===== src/rtl/mcsq_pkg.sv =====
package mcsq_pkg;
  typedef enum logic [3:0] {
    ST_FETCH, ST_DECODE, ST_MEM_ADDR, ST_MEM_LOAD, ST_LOAD_WB, ST_MEM_STORE,
    ST_R_EXEC, ST_R_WB, ST_BRANCH, ST_JUMP, ST_I_EXEC, ST_I_WB
  } state_e;

  localparam logic [5:0] OP_RTYPE = 6'b000000;
  localparam logic [5:0] OP_ADDI  = 6'b001000;
  localparam logic [5:0] OP_LB    = 6'b100000;
  localparam logic [5:0] OP_SB    = 6'b101000;
  localparam logic [5:0] OP_BEQ   = 6'b000100;
  localparam logic [5:0] OP_J     = 6'b000010;

  localparam logic [1:0] ALU_ADD   = 2'd0;
  localparam logic [1:0] ALU_SUB   = 2'd1;
  localparam logic [1:0] ALU_FUNCT = 2'd2;

  localparam logic [1:0] BSEL_REG  = 2'd0;
  localparam logic [1:0] BSEL_ONE  = 2'd1;
  localparam logic [1:0] BSEL_IMM  = 2'd2;
  localparam logic [1:0] BSEL_OFFS = 2'd3;

  localparam logic [1:0] PCSEL_ALU  = 2'd0;
  localparam logic [1:0] PCSEL_OUT  = 2'd1;
  localparam logic [1:0] PCSEL_JUMP = 2'd2;

  typedef struct packed {
    logic       pc_we;
    logic       pc_we_cond;
    logic [1:0] pc_sel;
    logic       addr_sel;
    logic       mem_rd;
    logic       mem_wr;
    logic       alu_a_sel;
    logic [1:0] alu_b_sel;
    logic [1:0] alu_op;
    logic       reg_dst;
    logic       wb_sel;
    logic       reg_we;
  } ctrl_t;

  function automatic state_e dispatch(input logic [5:0] op);
    case (op)
      OP_RTYPE: return ST_R_EXEC;
      OP_ADDI:  return ST_I_EXEC;
      OP_LB,
      OP_SB:    return ST_MEM_ADDR;
      OP_BEQ:   return ST_BRANCH;
      OP_J:     return ST_JUMP;
      default:  return ST_FETCH;
    endcase
  endfunction
endpackage


===== src/rtl/mcsq_next.sv =====
module mcsq_next
  import mcsq_pkg::*;
#(
  parameter int FETCH_BEATS = 4,
  localparam int BW = (FETCH_BEATS > 1) ? $clog2(FETCH_BEATS) : 1
) (
  input  logic          clk_i,
  input  logic          rst_ni,
  input  logic [5:0]    opcode_i,
  output state_e        state_o,
  output logic [BW-1:0] beat_o
);
  localparam logic [BW-1:0] LAST_BEAT = BW'(FETCH_BEATS - 1);

  state_e        state_q, state_d;
  logic [BW-1:0] beat_q, beat_d;

  always_comb begin
    state_d = state_q;
    beat_d  = beat_q;
    unique case (state_q)
      ST_FETCH: begin
        if (beat_q == LAST_BEAT) begin
          state_d = ST_DECODE;
          beat_d  = '0;
        end else begin
          beat_d = beat_q + 1'b1;
        end
      end
      ST_DECODE:   state_d = dispatch(opcode_i);
      ST_MEM_ADDR: state_d = (opcode_i == OP_SB) ? ST_MEM_STORE : ST_MEM_LOAD;
      ST_MEM_LOAD: state_d = ST_LOAD_WB;
      ST_R_EXEC:   state_d = ST_R_WB;
      ST_I_EXEC:   state_d = ST_I_WB;
      default:     state_d = ST_FETCH;
    endcase
  end

  always_ff @(posedge clk_i or negedge rst_ni) begin
    if (!rst_ni) begin
      state_q <= ST_FETCH;
      beat_q  <= '0;
    end else begin
      state_q <= state_d;
      beat_q  <= beat_d;
    end
  end

  assign state_o = state_q;
  assign beat_o  = beat_q;
endmodule


===== src/rtl/mcsq_decode.sv =====
module mcsq_decode
  import mcsq_pkg::*;
#(
  parameter int FETCH_BEATS = 4,
  localparam int BW = (FETCH_BEATS > 1) ? $clog2(FETCH_BEATS) : 1
) (
  input  state_e                 state_i,
  input  logic [BW-1:0]          beat_i,
  output ctrl_t                  ctrl_o,
  output logic [FETCH_BEATS-1:0] ir_we_o
);
  for (genvar i = 0; i < FETCH_BEATS; i++) begin : g_lane
    localparam logic [BW-1:0] IDX = BW'(i);
    assign ir_we_o[i] = (state_i == ST_FETCH) && (beat_i == IDX);
  end

  always_comb begin
    ctrl_o = '0;
    unique case (state_i)
      ST_FETCH: begin
        ctrl_o.mem_rd    = 1'b1;
        ctrl_o.alu_b_sel = BSEL_ONE;
        ctrl_o.alu_op    = ALU_ADD;
        ctrl_o.pc_we     = 1'b1;
        ctrl_o.pc_sel    = PCSEL_ALU;
      end
      ST_DECODE: ctrl_o.alu_b_sel = BSEL_OFFS;
      ST_MEM_ADDR, ST_I_EXEC: begin
        ctrl_o.alu_a_sel = 1'b1;
        ctrl_o.alu_b_sel = BSEL_IMM;
      end
      ST_MEM_LOAD: begin
        ctrl_o.mem_rd   = 1'b1;
        ctrl_o.addr_sel = 1'b1;
      end
      ST_LOAD_WB: begin
        ctrl_o.reg_we = 1'b1;
        ctrl_o.wb_sel = 1'b1;
      end
      ST_MEM_STORE: begin
        ctrl_o.mem_wr   = 1'b1;
        ctrl_o.addr_sel = 1'b1;
      end
      ST_R_EXEC: begin
        ctrl_o.alu_a_sel = 1'b1;
        ctrl_o.alu_op    = ALU_FUNCT;
      end
      ST_R_WB: begin
        ctrl_o.reg_we  = 1'b1;
        ctrl_o.reg_dst = 1'b1;
      end
      ST_I_WB: ctrl_o.reg_we = 1'b1;
      ST_BRANCH: begin
        ctrl_o.alu_a_sel  = 1'b1;
        ctrl_o.alu_op     = ALU_SUB;
        ctrl_o.pc_we_cond = 1'b1;
        ctrl_o.pc_sel     = PCSEL_OUT;
      end
      ST_JUMP: begin
        ctrl_o.pc_we  = 1'b1;
        ctrl_o.pc_sel = PCSEL_JUMP;
      end
      default: ctrl_o = '0;
    endcase
  end
endmodule


===== src/rtl/mcsq_ctrl.sv =====
module mcsq_ctrl
  import mcsq_pkg::*;
#(
  parameter int FETCH_BEATS = 4
) (
  input  logic                   clk_i,
  input  logic                   rst_ni,
  input  logic [5:0]             opcode_i,
  output logic                   pc_we_o,
  output logic                   pc_we_cond_o,
  output logic [1:0]             pc_sel_o,
  output logic                   addr_sel_o,
  output logic                   mem_rd_o,
  output logic                   mem_wr_o,
  output logic [FETCH_BEATS-1:0] ir_we_o,
  output logic                   alu_a_sel_o,
  output logic [1:0]             alu_b_sel_o,
  output logic [1:0]             alu_op_o,
  output logic                   reg_dst_o,
  output logic                   wb_sel_o,
  output logic                   reg_we_o
);
  localparam int BW = (FETCH_BEATS > 1) ? $clog2(FETCH_BEATS) : 1;

  state_e        state;
  logic [BW-1:0] beat;
  ctrl_t         ctrl;

  mcsq_next #(.FETCH_BEATS(FETCH_BEATS)) u_next (
    .clk_i    (clk_i),
    .rst_ni   (rst_ni),
    .opcode_i (opcode_i),
    .state_o  (state),
    .beat_o   (beat)
  );

  mcsq_decode #(.FETCH_BEATS(FETCH_BEATS)) u_decode (
    .state_i (state),
    .beat_i  (beat),
    .ctrl_o  (ctrl),
    .ir_we_o (ir_we_o)
  );

  assign pc_we_o      = ctrl.pc_we;
  assign pc_we_cond_o = ctrl.pc_we_cond;
  assign pc_sel_o     = ctrl.pc_sel;
  assign addr_sel_o   = ctrl.addr_sel;
  assign mem_rd_o     = ctrl.mem_rd;
  assign mem_wr_o     = ctrl.mem_wr;
  assign alu_a_sel_o  = ctrl.alu_a_sel;
  assign alu_b_sel_o  = ctrl.alu_b_sel;
  assign alu_op_o     = ctrl.alu_op;
  assign reg_dst_o    = ctrl.reg_dst;
  assign wb_sel_o     = ctrl.wb_sel;
  assign reg_we_o     = ctrl.reg_we;
endmodule


===== config.mk =====
export PLATFORM = sky130hd
export DESIGN_NAME = mcsq_ctrl
export DESIGN_NICKNAME = d
export VERILOG_FILES = /design/src/rtl/mcsq_pkg.sv /design/src/rtl/mcsq_next.sv /design/src/rtl/mcsq_decode.sv /design/src/rtl/mcsq_ctrl.sv
export SDC_FILE = /design/constraint.sdc
export NUM_CORES = 1
export LEC_CHECK = 0
export ABC_AREA = 1
export BUFFER_PORTS_ARGS = -buffer_cell sky130_fd_sc_hd__buf_2
export CORE_MARGIN = 5
export CORE_UTILIZATION = 40
export DETAILED_ROUTE_END_ITERATION = 10
export PLACE_DENSITY = 0.78
export SYNTH_ARGS = -nofsm -noshare
export SYNTH_HDL_FRONTEND = slang
export SYNTH_SLANG_ARGS = --single-unit

===== constraint.sdc =====
create_clock -name clk_i -period 1.1 [get_ports clk_i]
set_input_delay 0.165 -clock clk_i [delete_from_list [all_inputs] [get_ports clk_i]]
set_output_delay 0.165 -clock clk_i [all_outputs]
set_load 0.02 [all_outputs]

# Word level (Yosys, flattened, before mapping)
# Cells that the tools add are included.
[word_totals]
romBits = 0
ram_bits = 0
n_memories = 0
regBits = 6
elab_cells = 54
output_inout_bits = 19
latchBits = 0
[op_classes]
n_mux = 17
n_eq_ne = 20
div_mod_pow = 0
mul = 0
n_shift = 0
addsub = 1
n_lt_le_gt_ge = 0
bitwise = 0
n_reduce_logical = 14
[ops]
columns = ["cell", "n"]
rows = [
  ["$pmux 4 s6", 1],
  ["$pmux 4 s5", 1],
  ["$eq 4x3->1 const B", 4],
  ["$eq 4x4->1 const B", 4],
  ["$eq 6x6->1 const B", 2],
  ["$reduce_or 2->1", 5],
  ["$mux 1", 9],
  ["$eq 4x2->1 const B", 2],
  ["$pmux 2 s2", 2],
  ["$eq 6x2->1 const B", 1],
  ["$eq 6x3->1 const B", 1],
  ["$eq 6x4->1 const B", 1],
  ["$logic_not 6->1", 1],
  ["$pmux 2 s3", 1],
  ["$eq 2x2->1 const B", 2],
  ["$eq 4x1->1 const B", 1],
  ["$logic_and 1x1->1", 4],
  ["$logic_not 4->1", 1],
  ["$mux 4", 1],
  ["$reduce_or 4->1", 1],
  ["$mux 3", 1],
  ["$reduce_or 3->1", 1],
  ["$add 2x1->2 const B", 1],
  ["$eq 2x1->1 const B", 1],
  ["3 further kinds", 3],
]

# Depth between registers and ports, before layout
# Gate-level depths: netlist (run 1).
[logic_depth]
depth_word = 4
ltp_mapped = 6

# Cells and area by module
# Synthesis (run 1) repeated with hierarchy kept, for this count alone.
[hier_totals]
cells_unflattened = 109
hier_area_um2 = 613.1
[modules_own_cells]
columns = ["mod", "area_each_um2", "cells_per_inst", "seq_area_each_um2", "n_inst"]
rows = [
  ["mcsq_next", 415.4, 64, 150.1, 1],
  ["mcsq_decode", 197.7, 45, 0.0, 1],
]

# Worst setup path after synthesis (run 1)
# Ideal clock, no wire load.
[synth_timing]
path_kind = "reg2out"
start = "register u_next.state_q[0], in the netlist u_next.state_o[0]"
end = "output alu_op_o[0]"
required_time_ns = 0.935
path_stages_with_launch = 5
arrival_time_ns = 1.198
path_slack_ns = -0.263
path_cell_list = "dfrtp_1 nor2_2 inv_1 nor2_1 buf_4"
[synth_via]
elab_chain_len = 2
elab_cells_between_ends = 3
[synth_lines]
columns = ["item", "line_no", "rtl"]
rows = [
  ["from (decl)", "mcsq_next.sv:15", "state_e state_q, state_d;"],
  ["from (signal assigned)", "mcsq_next.sv:44", "state_q <= state_d;"],
  ["$eq 4x4->1 / $eq 4x3->1 (equally long branches)", "mcsq_decode.sv:19", "unique case (state_i)"],
  ["$pmux 2 s2 (*)", "mcsq_decode.sv:19", ""],
  ["to (decl)", "mcsq_ctrl.sv:18", "output logic [1:0] alu_op_o,"],
]
# Every way passes the cells marked *; elsewhere a longest branch is shown, timed or not.

# Worst setup path after layout (run 1)
[layout_timing]
start = "register u_next.state_q[0], in the netlist u_next.state_o[0]"
end = "output reg_we_o"
[layout_via]
elab_chain_len = 3
elab_cells_between_ends = 5
[layout_lines]
columns = ["item", "line_no", "rtl"]
rows = [
  ["$eq 4x4->1 / $eq 4x3->1 (equally long branches)", "mcsq_decode.sv:19", ""],
  ["$reduce_or 3->1 (no source line) (*)", "n/a", ""],
  ["$mux 1 (*)", "mcsq_decode.sv:19", ""],
  ["to (decl)", "mcsq_ctrl.sv:21", "output logic reg_we_o"],
]
# Marked as above.

==> summary.txt, run 1 <==
Status
  • Status: finished with violations
  • Violated checks: negative setup slack

Power and ir drop
  • Power spent charging and discharging nets: 0.001292 W
  • Switching power as a share of total power: 50.06%
  • Standby leakage power: 0.5536 nW
  • Pwr per Cell Area: 2315 nW/um^2
  • Peak supply drop: 1.393 mV
  • Internal power: 0.001289 W
  • Fraction of power consumed by the clock network: 7.7%
  • Sequential fraction of design power: 16.1%
  • Fraction of power consumed by combinational cells: 76.3%

Global routing
  • Largest net degree at the start of global routing: 8
  • Antenna violations before repair: 0
  • Combined global-route utilization of all metal layers: between 15 and 20%
  • Via count of the first global-routing pass: 760
  • GRT Residual Overflow: 0
  • First-pass GRT wire length: 3.298 mm

Critical path
  • Worst stage delay on the critical path: 450 ps
  • Classification of the worst setup path: register to output pin
  • CP max FO: 3
  • Endpoint arrival time on the critical path: around 1300 ps
  • Worst r2r src: u_next.state_o[0]
  • Worst reg2reg endpoint: u_next.beat_o[1]
  • Type of element launching the critical path: register
  • R2r setup slk: -320 ps
  • CP Cell Sequence: nor2_4 -> nand3_2 -> a22oi_2 -> buf_6
  • Worst path slowest cell: dfrtp_2
  • R2R cell count: 7
  • Critical Path Sink Type: output pin
  • Launch point of the critical path: u_next.state_o[0]
  • Endpoint required time on the critical path: 940 ps

Hold path
  • Path class of the lowest-slack min-delay path: primary input to register
  • Terminating pin of the worst hold path: u_next.state_o[1]
  • Worst hold path startpoint: opcode_i[4]
  • Number of stages on the worst hold path: 4

Layout
  • Post-layout instance area: 1115 sq um
  • Share of the core filled with cells in the final layout: 82.58%
  • P&R area growth vs syn: 89.57%
  • Number of fillers in the final layout: 72
  • Final Non-Filler Cells: 155
  • Share of final-layout standard cells stronger than drive strength 1: 62.86%
  • Number of nets at the end of the flow: 154
  • Sequential cell area: around 160 sq um
  • Diodes inserted: 0
  • Area of the multi-input gates: 465.4 sq um

Floorplan
  • Number of top-level design ports: 27
  • DIE AREA: 2337 sq um
  • X dimension of the die: 48.34 um
  • Initial standard-cell utilization of the core: between 40% and 50%
  • Number of rows created at floorplan: 13
  • Core outline area: 1350 sq um
  • Die height: ~48 um

Clock network
  • Number of buffers created by CTS: 3
  • Clock insertion delay at the later pin of the skew report: between 200 and 250 ps
  • H-Tree Level Count: 1
  • Clock tree root driver cell: clkbuf_4
  • Clock-pin slew on the worst setup and hold paths: 50 ps
  • TritonCTS clock tree: done
  • Clock Tree Buf Depth: 2
  • Number of clock sinks: 6

Synthesis
  • Count of cell types in the netlist: 17
  • Cell taking the most area after synthesis: dfrtp_1
  • Top cell type's share of synthesized area: about a quarter
  • Fraction of the yosys area taken by sequential cells: 25.53%
  • Post-synth design cell area: 588.1 sq um
  • Post-synthesis register bit count: 6
  • Mean cell area of the mapped netlist: between 6 and 7 sq um
  • Syn. warnings: 0
  • Instance count of the mapped netlist: 96
  • Nets in the synthesized netlist: 108
  • Cell types occupying the most area after synthesis: dfrtp_1 (26%), nor2_1 (16%), inv_1 (11%)

STA
  • Worst max-slew margin expressed relative to the limit: 79.36%
  • Portion of the clock cycle consumed by the worst path in the final layout: 135.4%
  • Final setup slack of the worst path: -389.3 ps
  • Setup skew after layout: just over 4 ps
  • F_max: 0.6715 GHz
  • Crit path time final: 1489 ps
  • Final number of max-transition violations: 0
  • Transition at the pin with the smallest max-transition slack: 308.5 ps
  • Final Hold Vio Count: 0
  • Setup violation total in the final timing report: 25
  • RSZ-0062 raised after global routing: yes
  • Post-route worst hold slack: 240.6 ps

Placement
  • Post-placement worst setup slack: -149.1 ps
  • GPL Wtd Cong: 0.8925
  • Count of input and output buffers: 26
  • Placed cell area: about 800 sq um
  • Placed Cells: approximately 140
  • Post-detailed-placement half-perimeter wirelength: between 1 and 1.5 mm

Routing
  • Residual antenna-violating net count after detailed routing: 0
  • Overall via count from detail_route: around 830
  • Ratio of routed vias to standard cells: between 5 and 6
  • Drt initial violations: 32
  • Sum of routed wire length over all layers: around 2.5 mm
  • Post-DR wirelength/cell: 16.22 um
  • First-pass DRT Iterations: 4
  • Drc violations: 0

Job
  • Maximum Capacitance Violations: 0
-- registers in the layout, summed over array words and instances (netlist names) --
signal	count
u_next.beat_o	2
u_next.state_o	4
-- worst max-delay path: cells and delay by family, from the launching register on --
| kind | cells | cell delay [ps] |
|---|---|---|
| DFF | 1 | 450 |
| and+or+nand+nor | 2 | 330 |
| AOI/OAI and AO/OA | 1 | 170 |
| buffers and inverters | 1 | 140 |
-- synth_stat cells --
cell type / number
o21ai_0: 5
inv_2: 1
nand4_1: 2
nand3_1: 8
nor2_1: 25
buf_4: 2
o21ai_1: 1
nor2_4: 1
dfrtp_1: 6
nand2_2: 1
a21oi_1: 1
buf_6: 1
inv_1: 18
nor2_2: 5
a22oi_1: 1
nand2_1: 14
ha_1: 4
-- cells in the final DEF (no fill, tap or decap) --
cell type / n
buf_6: 18
buf_4: 17
nor2_1: 15
nor2_4: 11
inv_2: 10
nand2_1: 10
inv_1: 9
buf_2: 8
nand3_1: 7
nor2_2: 5
dfrtp_2: 5
o21ai_2: 4
ha_1: 4
nand2_4: 3
clkbuf_4: 3
nand2_2: 2
o21ai_1: 2
nand4_1: 2
nand3_2: 1
a22oi_2: 1
a21oi_1: 1
dlygate4sd3_1: 1
dfrtp_1: 1
-- logic make-up (layout without fill, tap and decap cells) --
| kind of cell | count (synthesis) | after routing | synth area share, % |
|---|---|---|---|
| simple gates | 56 | 56 | 42.13 |
| buf+inv | 22 | 66 | 16.59 |
| compound gates | 8 | 8 | 7.232 |
| flops | 6 | 6 | 25.53 |
| fa+ha+maj | 4 | 4 | 8.511 |
-- power groups by stage --
stage	logic, W	registers, W	clock network (W)
6_report	0.00197	0.000415	0.000197
3_5_place_dp	0.00126	0.000361	0
5_1_grt	0.00208	0.000416	0.000219
3_3_place_gp	0.00124	0.000360	0
2_1_floorplan	0.000911	0.000357	0
4_1_cts	0.00172	0.000380	0.000208
-- routing by layer --
metal  vias up  part of all wire, %  GRT usage, %
met1       400                   40         19.33
met5         -                    0             0
met3         4                  7.8         3.976
li1        384                    -             -
met2        46                   51         30.43
met4         0                  1.3         6.452
-- repair_timing --
item	in CTS	in global routing
resized for setup	59	17
pin swaps	7	6
endpoints found under the setup margin	23	25
endpoints found under the hold margin	6	0
hold buffers	1	0
setup buffers	7	2
-- stage by stage --
| step | TNS (ps) | total power [W] |
|---|---|---|
| 6_report | -7789 | 0.002581 |
| 3_5_place_dp | -1869 | 0.001619 |
| 2_1_floorplan | -458.8 | 0.001268 |
| 5_1_grt | -8930 | 0.002712 |
| 4_1_cts | -5970 | 0.002312 |
| 3_3_place_gp | -1754 | 0.001595 |
-- worst max path at each step --
stage                      to  slack [ps]  cells after the start
3_5_place_dp       ir_we_o[2]        -150                      4
6_report             reg_we_o        -390                      4
2_1_floorplan      ir_we_o[2]        -110                      4
3_3_place_gp       ir_we_o[3]        -150                      4
4_1_cts        alu_b_sel_o[1]        -330                      5
5_1_grt              reg_we_o        -440                      4
-- layout make-up --
| cell class | instances | area share [%] |
|---|---|---|
| repair buffers | 44 | 34.12 |
| inverters | 19 | 6.397 |
| multi-input cells | 68 | 41.75 |
| well taps | 15 | 1.684 |
| clock buffers | 3 | 2.020 |
| flip-flops and latches | 6 | 14.03 |
Note: power is estimated with default switching activity, not from simulation.
==> run 2: changes to the inputs <==
PLACE_DENSITY = 0.7   (was 0.78)
clock period = 1.5 ns   (was 1.1 ns; I/O delays follow)
==> run 2 against run 1 <==
  * The flow still finishes with violations (negative setup slack)
  * Clock power shrank 27%
  * Sequential power shrank 30%
  * Combinational power shrank 51%
  * Critical path depth grew 2
  * Critical endpoint is now addr_sel_o
  * Largest power group unchanged
==> summary.txt, run 2 (synthesis results as in run 1) <==
Status
  • Status: finished with violations
  • Violated checks: negative setup slack

Floorplan
  • Number of rows created at floorplan: 13 (unchanged)
  • Core outline area: 1350 sq um (unchanged)
  • Initial standard-cell utilization of the core: 43.56% (unchanged)
  • Die height: 48.34 um (unchanged)
  • DIE AREA: 2337 sq um (unchanged)
  • Number of top-level design ports: 27 (unchanged)
  • X dimension of the die: 48.34 um (unchanged)

Placement
  • Post-detailed-placement half-perimeter wirelength: 1.153 mm (-5.0%)
  • GPL Wtd Cong: 0.8595 (-3.7%)
  • Post-placement worst setup slack: 148.1 ps (+297.2 ps)
  • Placed cell area: 710.7 sq um (-11%)
  • Count of input and output buffers: 26 (unchanged)

Critical path
  • R2R cell count: 7 (unchanged)
  • Type of element launching the critical path: register
  • Classification of the worst setup path: register to output pin
  • Worst r2r src: u_next.state_o[3]
  • R2r setup slk: 210 ps (+530 ps)
  • Critical Path Sink Type: output pin
  • Endpoint required time on the critical path: 1270 ps (+330 ps)
  • Worst reg2reg endpoint: u_next.state_o[2]
  • CP max FO: 3 (unchanged)
  • Endpoint arrival time on the critical path: 1300 ps (-20 ps)

Layout
  • Leading cell type in the layout, fill and taps excluded: nor2_1
  • Number of nets at the end of the flow: 141 (-8.4%)
  • Share of final-layout standard cells stronger than drive strength 1: 44.88% (-18 points)
  • P&R area growth vs syn: 51.06%
  • Diodes inserted: 0 (unchanged)
  • Top library cells by usage in the layout, fill and taps aside: nor2_1 (22), inv_1 (14), buf_2 (12), buf_4 (12), nand2_1 (10)
  • Flip-flop count of the largest register, all copies and words added: 4 (unchanged)
  • Post-layout instance area: 888.4 sq um (-20%)

STA
  • F_max: 0.6557 GHz
  • Final setup slack of the worst path: -25.03 ps (+364.2 ps)
  • Transition at the pin with the smallest max-transition slack: 283.7 ps (-24.76 ps)
  • RSZ-0062 raised after global routing: yes
  • Setup_tns: -25.03 ps (+7764 ps)
  • Final Hold Vio Count: 0 (unchanged)
  • Final number of max-transition violations: 0 (unchanged)
  • Worst max-slew margin expressed relative to the limit: 81.01% (+1.7 points)
  • Setup skew after layout: 2.688 ps (-1.347 ps)
  • Setup violation total in the final timing report: 1 (-96%)
  • Portion of the clock cycle consumed by the worst path in the final layout: 101.7%
  • Crit path time final: 1525 ps

Global routing
  • Via count of the first global-routing pass: 658 (-13%)
  • GRT Residual Overflow: 0 (unchanged)
  • First-pass GRT wire length: 2.594 mm (-21%)
  • Antenna violations before repair: 0 (unchanged)
  • Combined global-route utilization of all metal layers: 13.45% (-3.7 points)
  • Largest net degree at the start of global routing: 12 (+4)

Power and ir drop
  • Sum of internal, switching and leakage power: 0.001399 W (-46%)
  • Sequential fraction of design power: 20.8% (+4.7 points)
  • Peak supply drop: 0.6850 mV (-51%)
  • Switching power as a share of total power: 49.79% (-0.27 points)
  • Fraction of power consumed by combinational cells: 69.0% (-7.3 points)
  • Fraction of power consumed by the clock network: 10.2% (+2.5 points)
  • Pwr per Cell Area: 1575 nW/um^2 (-32%)
  • Internal power: 0.0007024 W (-46%)
  • Standby leakage power: 0.4740 nW (-14%)
  • Power spent charging and discharging nets: 0.0006965 W (-46%)

Clock network
  • Clock tree root driver cell: clkbuf_4
  • Number of buffers created by CTS: 3 (unchanged)
  • H-Tree Level Count: 1 (unchanged)
  • Clock-pin slew on the worst setup and hold paths: 40 ps (about the same)
  • TritonCTS clock tree: done
  • Number of clock sinks: 6 (unchanged)
  • Clock Tree Buf Depth: 2 (unchanged)
  • Clock insertion delay at the later pin of the skew report: 240 ps (about the same)

Routing
  • Post-DR wirelength/cell: 10.41 um (-36%)
  • Drc violations: 0 (unchanged)
  • First-pass DRT Iterations: 6 (+2)
  • Residual antenna-violating net count after detailed routing: 0 (unchanged)
  • Overall via count from detail_route: 682 (-18%)
  • Drt initial violations: 9 (-72%)
  • Sum of routed wire length over all layers: 1.478 mm (-41%)
  • Ratio of routed vias to standard cells: 4.803 (-11%)

Job
  • Maximum Capacitance Violations: 0 (unchanged)

Hold path
  • Terminating pin of the worst hold path: u_next.state_o[1]
  • Worst hold path startpoint: opcode_i[4]
  • Path class of the lowest-slack min-delay path: primary input to register
  • Number of stages on the worst hold path: 4 (unchanged)
==> run 2: cell types whose count changed in the layout (fill, tap and decap cells not counted), sizes merged <==
| cell | change |
|---|---|
| buf | -13 |
==> run 2: worst max-delay path by stage <==
| stage | start | to | slack, ps | cells after the start |
|---|---|---|---|---|
| floorplan | u_next.state_o[0] | alu_op_o[0] | 80 | 4 |
| global placement | u_next.state_o[3] | addr_sel_o | 170 | 6 |
| detailed placement | u_next.state_o[2] | addr_sel_o | 150 | 6 |
| CTS | u_next.state_o[2] | addr_sel_o | -20 | 6 |
| global route | u_next.state_o[3] | addr_sel_o | -100 | 6 |
| finish | u_next.state_o[3] | addr_sel_o | -30 | 6 |
==> run 2: stage by stage <==
| step | hold slack (ps) | util (%) | cells |
|---|---|---|---|
| after floorplan | -70.59 | - | 96 |
| after global placement | 51.12 | 52.64 | 134 |
| after detailed placement | 53.00 | 52.64 | 134 |
| after CTS | 290.8 | 58.48 | 141 |
| after global routing | 339.0 | 65.80 | 142 |
| final | 293.3 | 65.80 | 142 |
==> run 2: area by class of cell <==
class,instances,area (sq um)
timing repair buffer,31,227.7
clock buffer,3,22.52
fill,120,461.7
tap,15,18.77
sequential,6,155.1
inverter,19,71.32
multi-input combinational,68,392.9
==> run 2: power groups by stage <==
| stage | Sequential, W | Clock (W) | Combinational, W |
|---|---|---|---|
| 3_3_place_gp | 0.000270 | 0 | 0.000755 |
| 5_1_grt | 0.000298 | 0.000162 | 0.00108 |
| 4_1_cts | 0.000281 | 0.000151 | 0.000809 |
| 6_report | 0.000290 | 0.000143 | 0.000965 |
| 2_1_floorplan | 0.000262 | 0 | 0.000603 |
| 3_5_place_dp | 0.000273 | 0 | 0.000764 |
==> run 2: metal layers <==
metal / track usage [%] / share of wire [%]
met3: 5.505 / 5.8
met1: 14.68 / 44
met4: 6.912 / 0.41
met2: 21.96 / 50
met5: 0 / 0
==> run 2: critical path, stage by stage (launching register included) <==
cell     delay (ps)
dfrtp_2         430
nor2_4          170
inv_2            70
nor2_4           90
inv_2            50
o21ai_1          80
buf_4           160
==> run 2: what timing repair did <==
| action | in CTS | in global routing |
|---|---|---|
| gates resized for setup | 9 | 37 |
| setup buffers | 3 | 1 |
| pin swaps | 1 | 4 |
| hold endpoints to repair | 6 | 0 |
| setup endpoints to repair | 9 | 17 |
| hold buffers | 1 | 0 |
==> run 3: changes to the inputs <==
CAP_MARGIN = 5   (was not set)
CORE_UTILIZATION = 35   (was 40)
PLACE_DENSITY = not set   (was 0.7)
SYNTH_HIERARCHICAL = 1   (was not set)
==> run 3 against run 2 <==
  * The flow now finishes without violations
  * Critical endpoint is now ir_we_o[3]
  * Via count grew 5.3%
  * Sequential cell count is the same
  * Wire length decreased by 1.4%
  * Design area down 4.9%
  * Total power fell by 8.2%
  * Clock skew about the same
  * Global-route usage shrank 1.3 points
  * Area after synthesis increased by 4.3%
  * Clock power hardly changed
==> summary.txt, run 3 <==
Placement
  • Placed cell area: 749.5 sq um (+5.5%)
  • Count of input and output buffers: 26 (unchanged)
  • Post-detailed-placement half-perimeter wirelength: 1.183 mm (+2.6%)
  • GPL Wtd Cong: 0.7453 (-13%)

Routing
  • Drt initial violations: 11 (+2)
  • Ratio of routed vias to standard cells: 4.573 (-4.8%)
  • Sum of routed wire length over all layers: 1.458 mm (-1.4%)
  • First-pass DRT Iterations: 4 (-2)
  • Post-DR wirelength/cell: 9.287 um (-11%)
  • Drc violations: 0 (unchanged)
  • Residual antenna-violating net count after detailed routing: 0 (unchanged)
  • Overall via count from detail_route: 718 (+5.3%)

Synthesis
  • Instance count of the mapped netlist: 109 (+14%)
  • Post-synth design cell area: 613.1 sq um (+4.3%)
  • Mean cell area of the mapped netlist: 5.625 sq um (-8.2%)
  • Share of async-settable or async-resettable flops after synthesis: 100.0% (unchanged)
  • Cell types occupying the most area after synthesis: dfrtp_1 (24%), nand2_1 (15%), nor2_1 (13%)
  • Syn. warnings: 6 (+6)
  • Post-synth top flop: dfrtp_1
  • Most frequent cell after synthesis: nand2_1
  • Number of flops mapped to enable cells by yosys: 0 (unchanged)
  • Fraction of the yosys area taken by sequential cells: 24.49% (-1.0 points)
  • Cell taking the most area after synthesis: dfrtp_1
  • Post-synthesis register bit count: 6 (unchanged)
  • Post-synth top cells: nand2_1 (25), nor2_1 (21), inv_1 (18), nand3_1 (13), nor2_2 (7)
  • Nets in the synthesized netlist: 118 (+9.3%)
  • Count of cell types in the netlist: 15 (-2)
  • Top cell type's share of synthesized area: 24.49% (-1.0 points)

Power and ir drop
  • Switching power as a share of total power: 51.17% (+1.4 points)
  • Internal power: 0.0006272 W (-11%)
  • Peak supply drop: 0.6180 mV (-9.8%)
  • Standby leakage power: 0.5109 nW (+7.8%)
  • Sequential fraction of design power: 24.0% (+3.2 points)
  • Fraction of power consumed by combinational cells: 64.6% (-4.4 points)
  • Power spent charging and discharging nets: 0.0006572 W (-5.6%)
  • Pwr per Cell Area: 1521 nW/um^2 (-3.4%)
  • Fraction of power consumed by the clock network: 11.3% (+1.1 points)

Critical path
  • Worst reg2reg endpoint: u_next/state_o[1]
  • Endpoint required time on the critical path: 1270 ps (about the same)
  • Classification of the worst setup path: register to output pin
  • Worst stage delay on the critical path: 440 ps (about the same)
  • R2R cell count: 6 (-1)
  • Type of element launching the critical path: register
  • R2r setup slk: 280 ps (+70 ps)
  • CP Cell Sequence: nor2_4 -> nand2_2 -> nor2_1 -> buf_2
  • Critical Path Sink Type: output pin
  • Worst r2r src: u_next/state_o[3]
  • CP max FO: 6 (+3)
  • Endpoint arrival time on the critical path: 1190 ps (-110 ps)
  • Worst path slowest cell: dfrtp_2

STA
  • Setup_tns: 0 ps (+25.03 ps)
  • Final number of max-transition violations: 0 (unchanged)
  • Portion of the clock cycle consumed by the worst path in the final layout: 94.39% (-7.3 points)
  • Worst max-slew margin expressed relative to the limit: 86.97% (+6.0 points)
  • Final Hold Vio Count: 0 (unchanged)
  • Setup skew after layout: 2.816 ps (+0.1279 ps)
  • RSZ-0062 raised after global routing: yes
  • Transition at the pin with the smallest max-transition slack: 195.3 ps (-88.46 ps)
  • Setup violation total in the final timing report: 0 (-1)
  • F_max: 0.7063 GHz (+7.7%)
  • Post-route worst hold slack: 318.6 ps (+25.25 ps)
  • Crit path time final: 1416 ps (-109.2 ps)

Floorplan
  • Number of top-level design ports: 27 (unchanged)
  • Core outline area: 1689 sq um (+25%)
  • X dimension of the die: 51.86 um (+7.3%)
  • DIE AREA: 2689 sq um (+15%)
  • Number of rows created at floorplan: 15 (+2)
  • Initial standard-cell utilization of the core: 36.30% (-7.3 points)
  • Die height: 51.86 um (+7.3%)

Hold path
  • Number of stages on the worst hold path: 4 (unchanged)
  • Worst hold path startpoint: opcode_i[4]
  • Path class of the lowest-slack min-delay path: primary input to register
  • Terminating pin of the worst hold path: u_next/state_o[1]

Global routing
  • GRT Residual Overflow: 0 (unchanged)
  • Met3 usage: 0.8596% (-4.6 points)
  • Combined global-route utilization of all metal layers: 12.10% (-1.3 points)
  • GR Util met2: 21.55% (-0.41 points)
  • Via count of the first global-routing pass: 681 (+3.5%)
  • Antenna violations before repair: 0 (unchanged)
  • Met1 routing resource usage after global routing: 13.13% (-1.5 points)
  • Largest net degree at the start of global routing: 9 (-3)
  • First-pass GRT wire length: 2.490 mm (-4.0%)
  • Peak-usage layer in the global routing report: met2

Layout
  • Post-layout instance area: 844.6 sq um (-4.9%)
  • Area of the multi-input gates: 389.1 sq um (-0.96%)
  • Flip-flop count of the largest register, all copies and words added: 4 (unchanged)
  • Leading cell type in the layout, fill and taps excluded: nand2_1
  • Sequential cell area: 155.1 sq um (unchanged)
  • Top library cells by usage in the layout, fill and taps aside: nand2_1 (24), buf_2 (20), nor2_1 (20)
  • P&R area growth vs syn: 37.76%
  • Number of fillers in the final layout: 180 (+50%)
  • Number of nets at the end of the flow: 151 (+7.1%)
  • Diodes inserted: 0 (unchanged)
  • Share of final-layout standard cells stronger than drive strength 1: 38.57% (-6.3 points)

Clock network
  • TritonCTS clock tree: done
  • H-Tree Level Count: 1 (unchanged)
  • Clock tree root driver cell: clkbuf_4
  • Clock insertion delay at the later pin of the skew report: 250 ps (about the same)
  • Number of clock sinks: 6 (unchanged)
  • Number of buffers created by CTS: 3 (unchanged)
  • Clock-pin slew on the worst setup and hold paths: 40 ps (about the same)
  • Clock Tree Buf Depth: 2 (unchanged)

Job
  • Maximum Capacitance Violations: 0 (unchanged)

Status
  • Status: completed
run 3: worst max path at each step:
stage	startpoint	end	cells after the start
final	u_next/state_o[1]	ir_we_o[3]	4
after global routing	u_next/state_o[2]	alu_b_sel_o[1]	4
after CTS	u_next/state_o[1]	addr_sel_o	4
after detailed placement	u_next/state_o[0]	pc_sel_o[0]	4
after global placement	u_next/state_o[1]	addr_sel_o	4
after floorplan	u_next/state_o[3]	alu_op_o[1]	3
run 3: worst max-delay path, delay by kind of cell, from the launching register on:
family | cells | cell delay [ps]
flops | 1 | 440
simple gates | 3 | 340
buf+inv | 1 | 170
run 3: layout make-up:
| class | count | share of cell area [%] |
|---|---|---|
| multi-input cells | 80 | 46.07 |
| repair buffers | 30 | 21.04 |
| flip-flops and latches | 6 | 18.37 |
| inverters | 21 | 9.333 |
| clock buffers | 3 | 2.667 |
| well taps | 17 | 2.519 |
run 3: power groups by stage:
stage / Clock, W / Sequential, W / Combinational [W]
global route: 0.000163 / 0.000320 / 0.000944
floorplan: 0 / 0.000284 / 0.000549
detailed placement: 0 / 0.000306 / 0.000735
global placement: 0 / 0.000301 / 0.000731
CTS: 0.000153 / 0.000306 / 0.000741
finish: 0.000146 / 0.000308 / 0.000830
run 3: cells by family (layout without fill, tap and decap cells):
kind of cell | after synthesis | count (layout) | share of synthesized area, %
compound gates | 7 | 7 | 5.714
buf+inv | 23 | 54 | 15.30
flops | 6 | 6 | 24.49
fa+ha+maj | 1 | 1 | 2.040
simple gates | 72 | 72 | 52.45
run 3: what timing repair did:
item	4_1_cts	5_1_grt
cloned	0	0
hold buffers	1	0
buffers inserted	0	3
hold endpoints to repair	6	0
endpoints found under the setup margin	9	17
resized for setup	1	15
run 3: stage by stage:
stage | power (W) | instances | utilization (%) | setup slack (ps)
2_1_floorplan | 0.0008336 | 109 | - | 190.7
3_3_place_gp | 0.001032 | 150 | 44.37 | 261.5
3_5_place_dp | 0.001041 | 150 | 44.37 | 246.2
4_1_cts | 0.001200 | 154 | 46.37 | 4.828
5_1_grt | 0.001427 | 157 | 50.00 | -6.045
6_report | 0.001284 | 157 | 50.00 | 84.12
run 3: routing by layer:
metal | share of wire [%] | vias up
met5 | 0 | -
met2 | 48 | 26
met3 | 7.5 | 3
met1 | 42 | 294
met4 | 2.1 | 0
li1 | - | 395
